`config.mk`:
```
export PLATFORM = sky130hd
export DESIGN_NAME = gpio_lvl_ctrl
export DESIGN_NICKNAME = d
export VERILOG_FILES = /design/src/rtl/gpio_lvl_pkg.sv /design/src/rtl/gpio_in_sync.sv /design/src/rtl/gpio_pin_mux.sv /design/src/rtl/gpio_irq_unit.sv /design/src/rtl/gpio_lvl_ctrl.sv
export SDC_FILE = /design/constraint.sdc
export NUM_CORES = 1
export LEC_CHECK = 0
export BUFFER_PORTS_ARGS = -buffer_cell sky130_fd_sc_hd__buf_2
export CORE_MARGIN = 3
export CORE_UTILIZATION = 31
export DETAILED_ROUTE_END_ITERATION = 8
export MAX_ROUTING_LAYER = met4
export PLACE_DENSITY_LB_ADDON = 0.12
export SLEW_MARGIN = 20
export SYNTH_ARGS = -nofsm -noshare
export SYNTH_HDL_FRONTEND = slang
export SYNTH_SLANG_ARGS = --single-unit
```
`constraint.sdc`:
```
create_clock -name clk -period 1.95 [get_ports clk]
set_input_delay 0.195 -clock clk [delete_from_list [all_inputs] [get_ports clk]]
set_output_delay 0.195 -clock clk [all_outputs]
set_load 0.01 [all_outputs]
```
`src/rtl/gpio_lvl_pkg.sv`:
```
package gpio_lvl_pkg;
  localparam int unsigned REG_W  = 32;
  localparam int unsigned ADDR_W = 5;

  localparam logic [ADDR_W-1:0] OFF_FUNC  = 5'h00;
  localparam logic [ADDR_W-1:0] OFF_DIR   = 5'h04;
  localparam logic [ADDR_W-1:0] OFF_DATA  = 5'h08;
  localparam logic [ADDR_W-1:0] OFF_LEVEL = 5'h0C;
  localparam logic [ADDR_W-1:0] OFF_STAT  = 5'h10;
  localparam logic [ADDR_W-1:0] OFF_NMIEN = 5'h14;

  typedef enum logic [2:0] {
    SEL_FUNC, SEL_DIR, SEL_DATA, SEL_LEVEL, SEL_STAT, SEL_NMIEN, SEL_NONE
  } reg_sel_e;

  function automatic reg_sel_e decode_addr(input logic [ADDR_W-1:0] a);
    reg_sel_e s;
    case (a)
      OFF_FUNC:  s = SEL_FUNC;
      OFF_DIR:   s = SEL_DIR;
      OFF_DATA:  s = SEL_DATA;
      OFF_LEVEL: s = SEL_LEVEL;
      OFF_STAT:  s = SEL_STAT;
      OFF_NMIEN: s = SEL_NMIEN;
      default:   s = SEL_NONE;
    endcase
    return s;
  endfunction
endpackage

```
`src/rtl/gpio_in_sync.sv`:
```
module gpio_in_sync #(
  parameter int unsigned W      = 32,
  parameter int unsigned STAGES = 2
) (
  input  logic         clk,
  input  logic         rst_n,
  input  logic [W-1:0] din,
  output logic [W-1:0] dout
);
  logic [W-1:0] stage_q [STAGES];

  always_ff @(posedge clk or negedge rst_n) begin
    if (!rst_n) begin
      for (int s = 0; s < STAGES; s++) stage_q[s] <= '0;
    end else begin
      stage_q[0] <= din;
      for (int s = 1; s < STAGES; s++) stage_q[s] <= stage_q[s-1];
    end
  end

  assign dout = stage_q[STAGES-1];

  // warm-up counter so the latency check only looks at cycles after reset
  logic [7:0] warm_q;
  always_ff @(posedge clk or negedge rst_n) begin
    if (!rst_n) warm_q <= '0;
    else if (warm_q < 8'(STAGES)) warm_q <= warm_q + 8'd1;
  end

  assert_sync_latency_R5: assert property (@(posedge clk) disable iff (!rst_n)
    (warm_q >= 8'(STAGES)) |-> (dout == $past(din, STAGES)));
endmodule

```
`src/rtl/gpio_pin_mux.sv`:
```
module gpio_pin_mux #(
  parameter int unsigned N = 32
) (
  input  logic [N-1:0] func_sel,
  input  logic [N-1:0] dir,
  input  logic [N-1:0] drv_val,
  input  logic [N-1:0] alt_out,
  input  logic [N-1:0] alt_oe,
  output logic [N-1:0] pin_out,
  output logic [N-1:0] pin_oe
);
  for (genvar i = 0; i < N; i++) begin : g_bit
    assign pin_out[i] = func_sel[i] ? alt_out[i] : drv_val[i];
    assign pin_oe[i]  = func_sel[i] ? alt_oe[i]  : dir[i];
  end
endmodule

```
`src/rtl/gpio_irq_unit.sv`:
```
module gpio_irq_unit #(
  parameter int unsigned N = 32
) (
  input  logic         clk,
  input  logic         rst_n,
  input  logic [N-1:0] pin_sync,
  input  logic [N-1:0] level,
  input  logic [N-1:0] nmi_en,
  input  logic         clr_we,
  input  logic [N-1:0] clr_wdata,
  output logic [N-1:0] status,
  output logic         nmi
);
  logic [N-1:0] match;
  logic [N-1:0] keep_mask;
  logic [N-1:0] status_q;
  logic         nmi_q;

  assign match     = ~(pin_sync ^ level);
  assign keep_mask = clr_we ? clr_wdata : '1;

  always_ff @(posedge clk or negedge rst_n) begin
    if (!rst_n) begin
      status_q <= '0;
      nmi_q    <= 1'b0;
    end else begin
      status_q <= (status_q & keep_mask) | match;
      nmi_q    <= |(status_q & nmi_en);
    end
  end

  assign status = status_q;
  assign nmi    = nmi_q;

  assert_set_on_match_R6: assert property (@(posedge clk) disable iff (!rst_n)
    1'b1 |=> ((status_q & $past(match)) == $past(match)));

  assert_sticky_hold_R7: assert property (@(posedge clk) disable iff (!rst_n)
    !clr_we |=> ((status_q & $past(status_q)) == $past(status_q)));

  assert_clear_zero_R7: assert property (@(posedge clk) disable iff (!rst_n)
    clr_we |=> ((status_q & ~$past(clr_wdata) & ~$past(match)) == '0));

  assert_set_wins_R8: assert property (@(posedge clk) disable iff (!rst_n)
    clr_we |=> ((status_q & $past(match & ~clr_wdata)) == $past(match & ~clr_wdata)));
endmodule

```
`src/rtl/gpio_lvl_ctrl.sv`:
```
module gpio_lvl_ctrl
  import gpio_lvl_pkg::*;
#(
  parameter int unsigned N = 32
) (
  input  logic              clk,
  input  logic              rst_n,
  input  logic              req_valid,
  output logic              req_ready,
  input  logic              req_write,
  input  logic [ADDR_W-1:0] req_addr,
  input  logic [REG_W-1:0]  req_wdata,
  output logic              rsp_valid,
  output logic [REG_W-1:0]  rsp_rdata,
  input  logic [N-1:0]      pin_in,
  output logic [N-1:0]      pin_out,
  output logic [N-1:0]      pin_oe,
  input  logic [N-1:0]      alt_out,
  input  logic [N-1:0]      alt_oe,
  output logic [N-1:0]      alt_in,
  output logic              nmi_out
);
  logic [N-1:0] func_q, dir_q, drv_q, level_q, nmien_q;
  logic [N-1:0] pin_sync, stat_w;
  logic [N-1:0] wdata_n;
  reg_sel_e     sel;
  logic         wr_en, rd_en, stat_we;
  logic [REG_W-1:0] rd_mux;
  logic         rsp_valid_q;
  logic [REG_W-1:0] rsp_rdata_q;

  assign req_ready = 1'b1;
  assign sel       = decode_addr(req_addr);
  assign wr_en     = req_valid & req_write;
  assign rd_en     = req_valid & ~req_write;
  assign wdata_n   = req_wdata[N-1:0];
  assign stat_we   = wr_en & (sel == SEL_STAT);

  always_ff @(posedge clk or negedge rst_n) begin
    if (!rst_n) begin
      func_q  <= '0;
      dir_q   <= '0;
      drv_q   <= '0;
      level_q <= '0;
      nmien_q <= '0;
    end else if (wr_en) begin
      case (sel)
        SEL_FUNC:  func_q  <= wdata_n;
        SEL_DIR:   dir_q   <= wdata_n;
        SEL_DATA:  drv_q   <= wdata_n;
        SEL_LEVEL: level_q <= wdata_n;
        SEL_NMIEN: nmien_q <= wdata_n;
        default:   ;
      endcase
    end
  end

  always_comb begin
    rd_mux = '0;
    case (sel)
      SEL_FUNC:  rd_mux[N-1:0] = func_q;
      SEL_DIR:   rd_mux[N-1:0] = dir_q;
      SEL_DATA:  rd_mux[N-1:0] = pin_sync;
      SEL_LEVEL: rd_mux[N-1:0] = level_q;
      SEL_STAT:  rd_mux[N-1:0] = stat_w;
      SEL_NMIEN: rd_mux[N-1:0] = nmien_q;
      default:   rd_mux = '0;
    endcase
  end

  always_ff @(posedge clk or negedge rst_n) begin
    if (!rst_n) begin
      rsp_valid_q <= 1'b0;
      rsp_rdata_q <= '0;
    end else begin
      rsp_valid_q <= rd_en;
      rsp_rdata_q <= rd_en ? rd_mux : '0;
    end
  end

  assign rsp_valid = rsp_valid_q;
  assign rsp_rdata = rsp_rdata_q;

  gpio_in_sync #(.W(N), .STAGES(2)) u_sync (
    .clk(clk), .rst_n(rst_n), .din(pin_in), .dout(pin_sync)
  );

  assign alt_in = pin_sync;

  gpio_pin_mux #(.N(N)) u_mux (
    .func_sel(func_q), .dir(dir_q), .drv_val(drv_q),
    .alt_out(alt_out), .alt_oe(alt_oe),
    .pin_out(pin_out), .pin_oe(pin_oe)
  );

  gpio_irq_unit #(.N(N)) u_irq (
    .clk(clk), .rst_n(rst_n), .pin_sync(pin_sync), .level(level_q),
    .nmi_en(nmien_q), .clr_we(stat_we), .clr_wdata(wdata_n),
    .status(stat_w), .nmi(nmi_out)
  );

  assert_read_response_R1: assert property (@(posedge clk) disable iff (!rst_n)
    (req_valid && !req_write) |=> rsp_valid);

  assert_no_spurious_rsp_R1: assert property (@(posedge clk) disable iff (!rst_n)
    !(req_valid && !req_write) |=> !rsp_valid);

  assert_gpio_input_R4: assert property (@(posedge clk) disable iff (!rst_n)
    (func_q == '0 && dir_q == '0) |-> (pin_oe == '0));

  assert_nmi_delay_R9: assert property (@(posedge clk) disable iff (!rst_n)
    1'b1 |=> (nmi_out == ($past(stat_w & nmien_q) != '0)));
endmodule

```
==> metrics.md <==
| Metric | Value |
|---|---|
| Total of warnings raised by yosys | 0 |
| Largest net degree at the start of global routing | 64 |
| Post-route antenna net violation count | 0 |
| Crit path launch | req_addr[1] |
| Fraction of layout cells with a size suffix above 1 | 53.5% |
| Required @ worst endpoint | 2.34 ns |
| Unique cell type count in the Yosys netlist | 33 |
| Total count of max-transition violations in the final report | 0 |
| Area leader, netlist | dfrtp_1 |
| TritonCTS clock tree | yes |
| Register cell area after layout | 0.00726 sq mm |
| Ports | 268 |
| Clock Root Buffer | clkbuf_16 |
| Number of DRC violations after detailed-routing iteration 0 | 327 |
| Cell-internal power | 11.6 mW |
| Count of standard-cell rows | 72 |
| Classification of the worst setup path | input pin to register |
| Post-synthesis register bit count | 290 |
| WL met3 | 1760 um |
| Post-synthesis instance total | 888 |
| Global route total overflow | 0 |
| Core area | 0.0389 sq mm |
| Final critical delay including setup and external delays | 2.11 ns |
| DRC viols | 0 |
| Violations in the final reports | setup timing |
| Final weighted congestion in routability-driven placement | 0.742 |
| Clock slew seen by the registers of the worst setup and hold paths | roughly 0.06 ns |
| Clock latency of the later-clocked register in the worst-skew pair | 0.52 ns |
| Routed wire length | 39000 um |
| Number of setup violations in the final report | 96 |
| Average via count per standard cell | 4.82 |
| Area of the mapped netlist | 0.0123 sq mm |
| Vias after detailed routing | 8610 |
| Number of antenna violations at the first check in global routing | 0 |
| Fraction of synthesized cell area taken by the top area cell type | 58.9% |
| Final clock period utilization by the worst path | 108% |
| Sink count of the clock tree | 290 |
| Area after detailed placement | 0.0146 sq mm |
| Max VDD drop | approximately 520 uV |
| Area of combinational cells with multiple inputs | 0.00507 sq mm |
| Critical path peak fanout | 18 |
| Power density over the cells | around 900 mW/mm^2 |
| Sequential Power Share | 44.8% |
| Placed wire-length estimate after detailed placement | 26100 um |
| Pre-Repair DR Iteration Count | 4 |
| Final cell count without fillers | 1787 |
| Clock share of power | 42.0% |
| Critical path endpoint | u_irq.status[2] |
| Post-placement setup slack | -0.718 ns |
| Number of max-cap violations | 0 |
| Met1 WL | approximately 17000 um |
| Layout Cell Area excl Fill | ~0.017 sq mm |
| Worst R2R Setup Slack | 0.36 ns |
| Hold violation total from the final report | 0 |
| Level count of the clock H-tree | 2 |
| Worst min-delay path category | input pin to register |
| Fill cell total of the finished layout | 3635 |
| Unrepaired setup endpoints after global routing | true |
| Count of flip-flops with a built-in enable after synthesis | 0 |
| Outcome | finished, violations left |
| Switching Power | 3.92 mW |
| Area growth from synthesis to layout | 38.5% |
| Portion of the post-synthesis area used by sequential elements | 58.9% |
| CP endpoint kind | register |
| CTS Buf Count | 35 |
| Maximum clock skew at final layout | 0.0104 ns |
| Count of buffers inserted at the top-level ports | 266 |
| Die width | 205 um |
| DR top layer | met4 |
| Antenna cells | 0 |
| RR Endpoint | u_irq.nmi |
| Wire length of the first global-routing pass | 58200 um |
| Clock Tree Buf Depth | 3 |
| Proportion of synthesized flip-flops having asynchronous set or reset | 100% |
| Kind of launch point of the worst setup path | input pin |
| Switching part of the total | 25.3% |
| Most numerous cell in the Yosys netlist | dfrtp_1 |
| Endpoint arrival time on the critical path | 2.50 ns |
| Overall die area | 0.0421 sq mm |
| R2r startpoint | nmien_q[25] |
| Layout net count | between 1000 and 1500 |
| Leading register cell type out of synthesis | dfrtp_1 |
| Worst Slack Setup Final | -0.156 ns |
| Worst reg-to-reg path cell count | 3 |
| Mean Syn Cell Area | 13.9 sq um |
| Combinational fraction of design power | 13.2% |
| Net count after synthesis | between 1000 and 1500 |
| Average wire per standard cell | 21.8 um |
| Total length of routed met2 wires | about 19000 um |
| Chip height | roughly 200 um |
| Most area-consuming cells after synthesis | dfrtp_1 (59%), mux2_2 (20%), a22oi_1 (4.9%) |
| Static leakage power | approximately 7.9 nW |
| Cell count after placement | about 1600 |
| Max Fclk | approximately 470 MHz |
| Gr usage total | approximately a fifth |
| Effective utilization at floorplan | 31.6% |
| Most common library cells after synthesis | dfrtp_1 (290), mux2_2 (219), a22oi_1 (80) |
| Vias in the first global route | about 9100 |
[how the worst min path moves through the flow]
stage	from	endpoint	slack (ns)	cells after the start
after global routing	req_wdata[8]	u_irq.status[8]	0.03	3
final	req_wdata[8]	u_irq.status[8]	0.02	3
after CTS	req_wdata[8]	u_irq.status[8]	0.006	3
after global placement	rst_n	u_sync.stage_q[44]	0.13	1
after floorplan	rst_n	dir_q[0]	-0.10	0
after detailed placement	rst_n	u_sync.stage_q[44]	0.13	1
[metal layers]
metal | GRT usage [%] | vias up
met1 | 24.6 | 4387
met5 | - | -
met4 | 4.08 | 0
met2 | 31.4 | 218
met3 | 3.10 | 47
li1 | - | 3958
[flip-flops by register name, summed over array words and instances (netlist names), 32 cells and up]
signal	cells
level_q	32
func_q	32
u_sync.dout	32
u_irq.status	32
rsp_rdata	32
drv_q	32
dir_q	32
nmien_q	32
u_sync.stage_q	32
[through the flow]
stage	setup TNS [ns]	hold slack [ns]	utilization [%]	total power [mW]
after global routing	-14.67	0.0310	43.8	16.2
after floorplan	-49.37	-0.101	-	7.97
final	-10.22	0.0214	43.8	15.5
after CTS	-8.28	0.00571	43.8	15.8
after global placement	-98.37	0.128	37.6	8.96
after detailed placement	-100.73	0.126	37.6	8.98
[cell usage in the layout (no fill, tap or decap), drive strengths merged, types with 2 or more instances in the layout]
cell         instances
clkbuf              54
mux2               256
nor2                 2
or4b                 2
dfrtp              290
nor3                 3
xor2                32
buf                331
clkinv               3
nand4                5
dlygate4sd3         65
a22oi               80
or4                  3
a31oi               32
o21ai               32
nand2               65
nor2b                2
[final cells by class]
type                    instances  share of cell area (%)
well taps                     518                    3.80
flip-flops and latches        290                    42.5
multi-input cells             524                    29.7
clock inverters                 5                   0.381
repair buffers                396                    17.1
clock buffers                  54                    6.44
[power by group through the flow]
| stage | clock network [mW] | registers [mW] | logic [mW] |
|---|---|---|---|
| after global routing | 6.95 | 7.04 | 2.22 |
| after detailed placement | 0 | 7.05 | 1.92 |
| after CTS | 6.73 | 6.98 | 2.07 |
| final | 6.53 | 6.97 | 2.04 |
| after global placement | 0 | 7.04 | 1.91 |
| after floorplan | 0 | 6.83 | 1.14 |
[what timing repair did]
item / 4_1_cts / 5_1_grt
setup buffers: 12 / 2
gates resized for setup: 95 / 24
hold buffers: 65 / 0
pin swaps: 19 / 10
endpoints found under the hold margin: 323 / 0
cloned: 8 / 0
endpoints found under the setup margin: 96 / 104
[critical path, stage by stage]
cell and delay [ns]:
buf_8 0.10, or2_4 0.24, or3b_4 0.41, ha_4 0.17, or4b_4 0.52, or4_4 0.48
buf_12 0.19, o21ai_1 0.12, nand2_1 0.07
[cells by family (layout without fill, tap and decap cells)]
family,count (synthesis),count (layout),share of synthesized area [%]
buffers and inverters,74,455,3.64
AND/OR/NAND/NOR,87,87,3.58
AO/OA/AOI/OAI,147,147,8.03
XOR/XNOR,32,32,2.28
other,1,1,0.0305
flip-flops,290,290,58.9
adder cells (fa/ha/maj),1,1,0.102
multiplexers,256,256,23.4
No activity file was read; power rests on OpenSTA's default activity.
